===== src/rtl/sram_pkg.sv =====
package sram_pkg;
  localparam int BYTE_W  = 9;
  localparam int N_BYTES = 2;
  localparam int WORD_W  = BYTE_W * N_BYTES;

  typedef enum logic [1:0] {
    OP_IDLE = 2'd0,
    OP_RD   = 2'd1,
    OP_WR   = 2'd2
  } op_e;

  // Low address bits of burst step 'step' from offset 'start'.
  function automatic logic [1:0] burst_offset(input logic [1:0] start,
                                              input logic [1:0] step,
                                              input logic       ilv);
    return ilv ? (start ^ step) : (start + step);
  endfunction

  // Take the bytes of new_w whose bit in 'take' is set, the rest from old_w.
  function automatic logic [WORD_W-1:0] merge_bytes(input logic [WORD_W-1:0]  old_w,
                                                    input logic [WORD_W-1:0]  new_w,
                                                    input logic [N_BYTES-1:0] take);
    logic [WORD_W-1:0] r;
    r = old_w;
    for (int b = 0; b < N_BYTES; b++)
      if (take[b]) r[b*BYTE_W +: BYTE_W] = new_w[b*BYTE_W +: BYTE_W];
    return r;
  endfunction
endpackage


===== src/rtl/sram_burst_ctl.sv =====
module sram_burst_ctl
  import sram_pkg::*;
#(
  parameter int ADDR_W = 8
) (
  input  logic              clk,
  input  logic              rst_n,
  input  logic              clk_en,
  input  logic              adv,
  input  logic              sel_ok,
  input  logic              we_n,
  input  logic              ilv,
  input  logic [ADDR_W-1:0] addr,
  output op_e               cmd_op,
  output logic [ADDR_W-1:0] cmd_addr
);
  logic [ADDR_W-1:0] base_q;
  logic [1:0]        step_q;
  logic [1:0]        step_nx;
  logic              ilv_q;
  op_e               last_q;

  assign step_nx = step_q + 2'd1;

  always_comb begin
    if (!adv) begin
      cmd_op   = !sel_ok ? OP_IDLE : (we_n ? OP_RD : OP_WR);
      cmd_addr = addr;
    end else begin
      cmd_op   = last_q;
      cmd_addr = {base_q[ADDR_W-1:2], burst_offset(base_q[1:0], step_nx, ilv_q)};
    end
  end

  always_ff @(posedge clk or negedge rst_n) begin
    if (!rst_n) begin
      base_q <= '0;
      step_q <= '0;
      ilv_q  <= 1'b0;
      last_q <= OP_IDLE;
    end else if (clk_en) begin
      if (!adv) begin
        base_q <= addr;
        step_q <= '0;
        ilv_q  <= ilv;
        last_q <= cmd_op;
      end else begin
        step_q <= step_nx;
      end
    end
  end

  // an advance never alters the remembered command type
  assert_adv_keeps_op_R11: assert property (@(posedge clk) disable iff (!rst_n)
    (clk_en && adv) |=> $stable(last_q));
  // an advance keeps the loaded base (upper bits come from it)
  assert_adv_keeps_base_R9: assert property (@(posedge clk) disable iff (!rst_n)
    (clk_en && adv) |=> $stable(base_q));
endmodule


===== src/rtl/sram_array.sv =====
module sram_array
  import sram_pkg::*;
#(
  parameter int ADDR_W = 8
) (
  input  logic               clk,
  input  logic               clk_en,
  input  logic               wr_en,
  input  logic [ADDR_W-1:0]  wr_addr,
  input  logic [N_BYTES-1:0] wr_be,
  input  logic [WORD_W-1:0]  wr_data,
  input  logic [ADDR_W-1:0]  rd_addr,
  output logic               fwd_hit,
  output logic [WORD_W-1:0]  rd_word
);
  localparam int DEPTH = 1 << ADDR_W;

  logic [WORD_W-1:0] mem [DEPTH];

  always_ff @(posedge clk) begin
    if (clk_en && wr_en)
      for (int b = 0; b < N_BYTES; b++)
        if (wr_be[b]) mem[wr_addr][b*BYTE_W +: BYTE_W] <= wr_data[b*BYTE_W +: BYTE_W];
  end

  // A write committing this edge is still pending for a read at the same edge.
  assign fwd_hit = wr_en && (wr_addr == rd_addr);
  assign rd_word = merge_bytes(mem[rd_addr], wr_data, fwd_hit ? wr_be : '0);
endmodule


===== src/rtl/pipe_sram.sv =====
module pipe_sram
  import sram_pkg::*;
#(
  parameter int ADDR_W = 8
) (
  input  logic              clk,
  input  logic              rst_n,
  input  logic              clk_en,
  input  logic              sel1_n,
  input  logic              sel2,
  input  logic              sel3_n,
  input  logic              adv,
  input  logic              we_n,
  input  logic [1:0]        bw_n,
  input  logic              burst_ilv,
  input  logic [ADDR_W-1:0] addr,
  input  logic              oe_n,
  input  logic [17:0]       dq_i,
  output logic [17:0]       dq_o,
  output logic              dq_oe
);
  logic               sel_ok;
  op_e                cmd_op;
  logic [ADDR_W-1:0]  cmd_addr;
  op_e                s1_op, s2_op;
  logic [ADDR_W-1:0]  s1_addr, s2_addr;
  logic [N_BYTES-1:0] s1_be, s2_be;
  logic [WORD_W-1:0]  rd_word, rd_q;
  logic               drv_q;
  logic               fwd_hit;

  assign sel_ok = !sel1_n && sel2 && !sel3_n;

  sram_burst_ctl #(.ADDR_W(ADDR_W)) u_burst (
    .clk(clk), .rst_n(rst_n), .clk_en(clk_en), .adv(adv), .sel_ok(sel_ok),
    .we_n(we_n), .ilv(burst_ilv), .addr(addr),
    .cmd_op(cmd_op), .cmd_addr(cmd_addr)
  );

  // Stage 1 holds the address phase, stage 2 the data phase of a write.
  always_ff @(posedge clk or negedge rst_n) begin
    if (!rst_n) begin
      s1_op   <= OP_IDLE;
      s2_op   <= OP_IDLE;
      s1_addr <= '0;
      s2_addr <= '0;
      s1_be   <= '0;
      s2_be   <= '0;
      rd_q    <= '0;
      drv_q   <= 1'b0;
    end else if (clk_en) begin
      s1_op   <= cmd_op;
      s1_addr <= cmd_addr;
      s1_be   <= ~bw_n;
      s2_op   <= s1_op;
      s2_addr <= s1_addr;
      s2_be   <= s1_be;
      drv_q   <= (s1_op == OP_RD);
      if (s1_op == OP_RD) rd_q <= rd_word;
    end
  end

  sram_array #(.ADDR_W(ADDR_W)) u_array (
    .clk(clk), .clk_en(clk_en),
    .wr_en(s2_op == OP_WR), .wr_addr(s2_addr), .wr_be(s2_be), .wr_data(dq_i),
    .rd_addr(s1_addr), .fwd_hit(fwd_hit), .rd_word(rd_word)
  );

  assign dq_o  = rd_q;
  assign dq_oe = drv_q && !oe_n;

  assert_oe_gate_R7: assert property (@(posedge clk) disable iff (!rst_n)
    oe_n |-> !dq_oe);
  assert_read_drives_R2: assert property (@(posedge clk) disable iff (!rst_n)
    (clk_en && s1_op == OP_RD) |=> drv_q);
  assert_write_quiet_R6: assert property (@(posedge clk) disable iff (!rst_n)
    (s2_op == OP_WR) |-> !drv_q);
  assert_stall_hold_R8: assert property (@(posedge clk) disable iff (!rst_n)
    !clk_en |=> ($stable(rd_q) && $stable(drv_q) && $stable(s2_op) && $stable(s1_addr)));
  assert_deselect_idle_R5: assert property (@(posedge clk) disable iff (!rst_n)
    (clk_en && !adv && !sel_ok) |=> (s1_op == OP_IDLE));
  assert_forward_full_R4: assert property (@(posedge clk) disable iff (!rst_n)
    (clk_en && s1_op == OP_RD && fwd_hit && s2_be == '1) |=> (rd_q == $past(dq_i)));
endmodule


===== config.mk =====
export PLATFORM = sky130hd
export DESIGN_NAME = pipe_sram
export DESIGN_NICKNAME = d
export VERILOG_FILES = /design/src/rtl/sram_pkg.sv /design/src/rtl/sram_burst_ctl.sv /design/src/rtl/sram_array.sv /design/src/rtl/pipe_sram.sv
export SDC_FILE = /design/constraint.sdc
export NUM_CORES = 2
export LEC_CHECK = 0
export CAP_MARGIN = 20
export CORE_ASPECT_RATIO = 1.2
export CORE_MARGIN = 3
export CORE_UTILIZATION = 60
export CTS_CLUSTER_DIAMETER = 40
export DETAILED_ROUTE_END_ITERATION = 6
export DONT_BUFFER_PORTS = 1
export PLACE_DENSITY = 0.85
export SYNTH_ARGS = -nofsm -noshare
export SYNTH_HDL_FRONTEND = slang
export SYNTH_HIERARCHICAL = 1
export SYNTH_MEMORY_MAX_BITS = 65536
export SYNTH_SLANG_ARGS = --single-unit

===== constraint.sdc =====
create_clock -name clk -period 3.14 [get_ports clk]
set_input_delay 0 -clock clk [delete_from_list [all_inputs] [get_ports clk]]
set_output_delay 0 -clock clk [all_outputs]
set_load 0.02 [all_outputs]

==> results of run 1 <==
through the flow:
step	instances	setup slack, ns	setup TNS, ns
after floorplan	8689	0.246	0
after global placement	13600	-1.02	-10.35
after detailed placement	13600	-1.14	-11.70
after CTS	14600	-0.489	-7.22
per-layer routing:
layer  global-route usage, %  overflow
met1                    65.3         0
met2                    83.0        29
met3                    63.4         3
met4                    64.1        20
met5                    46.3         0
logic make-up after synthesis:
| logic type | after synthesis | synth area share, % |
|---|---|---|
| AO/OA/AOI/OAI | 828 | 3.22 |
| XOR/XNOR | 10 | 0.0560 |
| adder cells (fa/ha/maj) | 1 | 0.00691 |
| buffers and inverters | 555 | 1.63 |
| flip-flops | 4664 | 77.3 |
| multiplexers | 1498 | 15.2 |
| AND/OR/NAND/NOR | 1133 | 2.66 |
repair_timing:
action	CTS
resized for setup	410
gates cloned	23
buffers inserted	83
endpoints found under the setup margin	24
hold buffers	96
pin swaps	78
endpoints found under the hold margin	4720
==> flow_summary_export.csv, run 1 <==
group,metric,value,unit
logic_synthesis,synth_ff_type,"edfxtp_1",
grt,grt_max_degree,259,
status,failing_step,"global routing (5_1_grt)",
logic_synthesis,yosysUniqueCellTypes,77,
placement,placed_area,196000,sq um
logic_synthesis,synth.most_common_cell,"edfxtp_1",
status,outcome,"stopped before the end",
logic_synthesis,synth_top_area_share,76.5,%
die,die_width,507,microns
logic_synthesis,synth_seq_cells,4664,
logic_synthesis,syn-instance-count,8689,
logic_synthesis,ys_seq_area_share,77.3,%
clock_tree,cts_buffers,453,
logic_synthesis,yosys_warnings,6,
clock_tree,htree_levels,5,
die,die_h,608,microns
clock_tree,clock_path_buffers,4,
grt,antenna_found_initial,191,
placement,dp_hpwl,334,mm
clock_tree,root_buffer,"clkbuf_16",
status,error,"[ERROR GRT-0232] Routing congestion too high. Check the congestion heatmap in the GUI.",
logic_synthesis,async_reset_ff_share,1.20,%
sta,worst-ep-kind,"sequential cell input",
grt,grt_usage,69.5,%
logic_synthesis,yosys-top-cells-count,"edfxtp_1, mux4_2, nor2_1",
logic_synthesis,synth_enable_flop_cells,4608,
die,start_util,60.4,%
logic_synthesis,syn-num-nets,8728,
logic_synthesis,synth_area_leader_cell,"edfxtp_1",
logic_synthesis,syn_area,181000,sq um
die,design.portCount,57,
die,rows,220,
placement,routabilityCongestion,0.919,
logic_synthesis,syn_avg_cell_area,20.8,sq um
clock_tree,cts.sinks,4664,
logic_synthesis,yosys-top-cells-area,"edfxtp_1, mux4_2, mux2i_1",
sta,grt_worst_setup_endpoint,"dq_o[11]$_DFFE_PN0P_/D",
grt,overflow,52,
placement,portBuffers,0,
==> inputs of run 2 (changes only) <==
--- a/config.mk
+++ b/config.mk
@@ -6,13 +6,11 @@
 export NUM_CORES = 2
 export LEC_CHECK = 0
 export CAP_MARGIN = 20
-export CORE_ASPECT_RATIO = 1.2
 export CORE_MARGIN = 3
-export CORE_UTILIZATION = 60
-export CTS_CLUSTER_DIAMETER = 40
+export CORE_UTILIZATION = 40
 export DETAILED_ROUTE_END_ITERATION = 6
 export DONT_BUFFER_PORTS = 1
-export PLACE_DENSITY = 0.85
+export PLACE_DENSITY_LB_ADDON = 0.15
 export SYNTH_ARGS = -nofsm -noshare
 export SYNTH_HDL_FRONTEND = slang
 export SYNTH_HIERARCHICAL = 1
==> run 2 against run 1 <==
  * The flow now finishes, with violations (max-slew violations, negative setup slack)
  * Synthesized cell count did not move
  * Area after synthesis is the same
==> flow_summary_export.csv, run 2 <==
group,metric,value,unit
finish,final.fill_count,36400,
sta,final.setup_skew,0.0547,ns
clock_tree,clock_path_buffers,4,
logic_synthesis,yosys-top-cells-area,"edfxtp_1, mux4_2, mux2i_1",
placement,portBuffers,0,
clock_tree,root_buffer,"clkbuf_16",
logic_synthesis,synth.most_common_cell,"edfxtp_1",
sta,fin_crit,3.57,ns
grt,grt_max_degree,259,
critical_path,crit_chain,"buf_12, buf_16, buf_16, buf_4, buf_12, mux4_2, a22oi_2, a21oi_4, nor4_4, buf_4, o22ai_2, a311oi_2, nor2_1, mux2_2",
die,core_area,450000,sq um
logic_synthesis,synth_seq_cells,4664,
sta,setup_ws,-0.425,ns
sta,setup-violations-final,18,
sta,slew-limit-headroom,-16.8,%
grt,grt_usage,24.7,%
logic_synthesis,synth_enable_flop_cells,4608,
finish,layout.nets,10600,
detailed_routing,wirelength,578,mm
logic_synthesis,synth_area_leader_cell,"edfxtp_1",
logic_synthesis,yosys_warnings,6,
logic_synthesis,syn_area,181000,sq um
power_and_ir_drop,p_per_area,720,nW/um^2
finish,synthToLayoutAreaGrowth,22.9,%
placement,dp_slack,-1.11,ns
logic_synthesis,syn_avg_cell_area,20.8,sq um
power_and_ir_drop,peakVddDrop,0.557,mV
grt,grt_pass1_wl,797,mm
die,die_area,460000,sq um
finish,largest_register_ffs,4608,
grt,antenna_found_initial,46,
status,violations,"max-slew violations, negative setup slack",
detailed_routing,wl_per_cell,34.1,microns
finish,mostFrequentLayoutCells,"edfxtp_1, buf_4, mux4_2",
critical_path,path_max_fanout,9,
detailed_routing,route.vias.total,98000,
clock_tree,cts.clk_slew.worst_paths,0.06,ns
die,rows,246,
die,start_util,40.2,%
placement,dp_hpwl,366,mm
critical_path,end_kind,"flip-flop",
detailed_routing,first_pass_iters,6,
sta,hold_viol,0,
logic_synthesis,syn-instance-count,8689,
sta,rsz0062_at_grt,"true",
run,max_cap_viol_count,0,
die,design.portCount,57,
logic_synthesis,synth_top_area_share,76.5,%
critical_path,path_class,"reg -> reg",
min_path,worstHoldPathCells,2,
clock_tree,clk_latency,1.03,ns
finish,largest-register,"u_array/mem",
grt,overflow,0,
min_path,min-delay-path-class,"in -> reg",
die,die_h,679,microns
die,die_width,679,microns
sta,drv_slew,658,
detailed_routing,drt_first_iter_violations,12500,
sta,timing.hold.ws,0.0238,ns
logic_synthesis,synth_ff_type,"edfxtp_1",
clock_tree,cts_buffers,478,
critical_path,critical-path-slowest-cell,"mux4_2",
critical_path,arrival,4.49,ns
critical_path,critical_path.max_stage_delay,0.53,ns
logic_synthesis,async_reset_ff_share,1.20,%
sta,fin_crit_sh,114,%
finish,final_common_cell,"edfxtp_1",
status,outcome,"finished, violations left",
placement,routabilityCongestion,0.850,
clock_tree,cts.sinks,4664,
critical_path,cp-start-kind,"flip-flop",
placement,placed_area,201000,sq um
clock_tree,cts_tree,"done",
logic_synthesis,syn-num-nets,8728,
detailed_routing,vias_per_cell,5.77,
finish,drive_gt1_share,35.9,%
power_and_ir_drop,p_total,160,mW
sta,worst_pin_slew,1.75,ns
logic_synthesis,yosysUniqueCellTypes,77,
grt,grt_pass1_vias,98600,
logic_synthesis,yosys-top-cells-count,"edfxtp_1, mux4_2, nor2_1",
sta,fmax,280,MHz
detailed_routing,antenna_left,0,
critical_path,reg2reg_depth,14,
clock_tree,htree_levels,5,
critical_path,cp.required,4.06,ns
logic_synthesis,ys_seq_area_share,77.3,%
finish,fin_area,222000,sq um
finish,fin_cells,17000,
power_and_ir_drop,leakage,73.8,nW
detailed_routing,drcViolationCount,0,
placement,dp_cells,15800,
[run 2: cell counts after synthesis]
Identical to the previous run, type by type.
[run 2: per-stage QoR]
step	TNS [ns]	util, %
after floorplan	0	-
after global placement	-12.77	44.6
after detailed placement	-12.42	44.6
after CTS	-5.83	49.0
after global routing	-6.40	49.5
final	-5.77	49.5
[run 2: worst max-delay path, delay by kind of cell, from the launching register on]
kind                   cells  cell delay [ns]
multiplexers               2             0.79
AND/OR/NAND/NOR            2             0.47
AO/OA/AOI/OAI              4             0.75
flip-flops                 1             0.43
buffers and inverters      6             0.97
[run 2: worst paths after layout]
kind / start / slack, ns / endpoint
max in group asynchronous: rst_n / 2.54 / dq_o[14]
hold reg to reg: dq_o[6] / 0.83 / dq_o[6]
setup / recovery: s1_addr[0] / -0.43 / dq_o[4]
setup reg to reg: s1_addr[0] / -0.43 / dq_o[4]
min in group asynchronous: rst_n / 0.15 / u_burst/base_q[5]
hold / removal: dq_i[8] / 0.02 / u_array/mem[70][8]
[run 2: where the power goes]
part,switching (mW),leakage [nW],total [mW],internal [mW]
Sequential,0.634,42.1,69.3,68.6
Clock,24.3,7.55,56.5,32.2
Combinational,19.1,24.2,34.3,15.3
[run 2: cell type report]
type	instances	area (sq um)	share of cell area [%]
repair buffers	1968	19600	8.79
flip-flops and latches	4664	140000	62.9
inverters	11	55.1	0.0248
multi-input cells	3470	40000	18.0
clock buffers	606	12700	5.70
diodes	12	30.0	0.0135
well taps	5952	7450	3.35
clock inverters	282	2820	1.27
[run 2: repair_timing]
action | in CTS | in global routing
pin swaps | 80 | 89
endpoints found under the setup margin | 18 | 18
buffers inserted | 108 | 87
hold buffers | 97 | 2
cloned | 16 | 8
gates resized for setup | 313 | 190
endpoints found under the hold margin | 4760 | 257
[run 2: cells by family after synthesis]
logic type / after synthesis / share of synthesized area, %
AO/OA/AOI/OAI: 828 / 3.22
AND/OR/NAND/NOR: 1133 / 2.66
buffers and inverters: 555 / 1.63
flip-flops: 4664 / 77.3
adder cells (fa/ha/maj): 1 / 0.00691
XOR/XNOR: 10 / 0.0560
multiplexers: 1498 / 15.2
[run 2: routing by layer]
metal / global-route usage, % / part of all wire, % / up-vias
li1: - / - / 40100
met1: 34.9 / 41 / 52800
met3: 4.40 / 8.2 / 789
met2: 39.6 / 47 / 4263
met4: 6.65 / 3.1 / 6
met5: 0 / 0.0076 / -
Power figures use the tool's default switching activity.
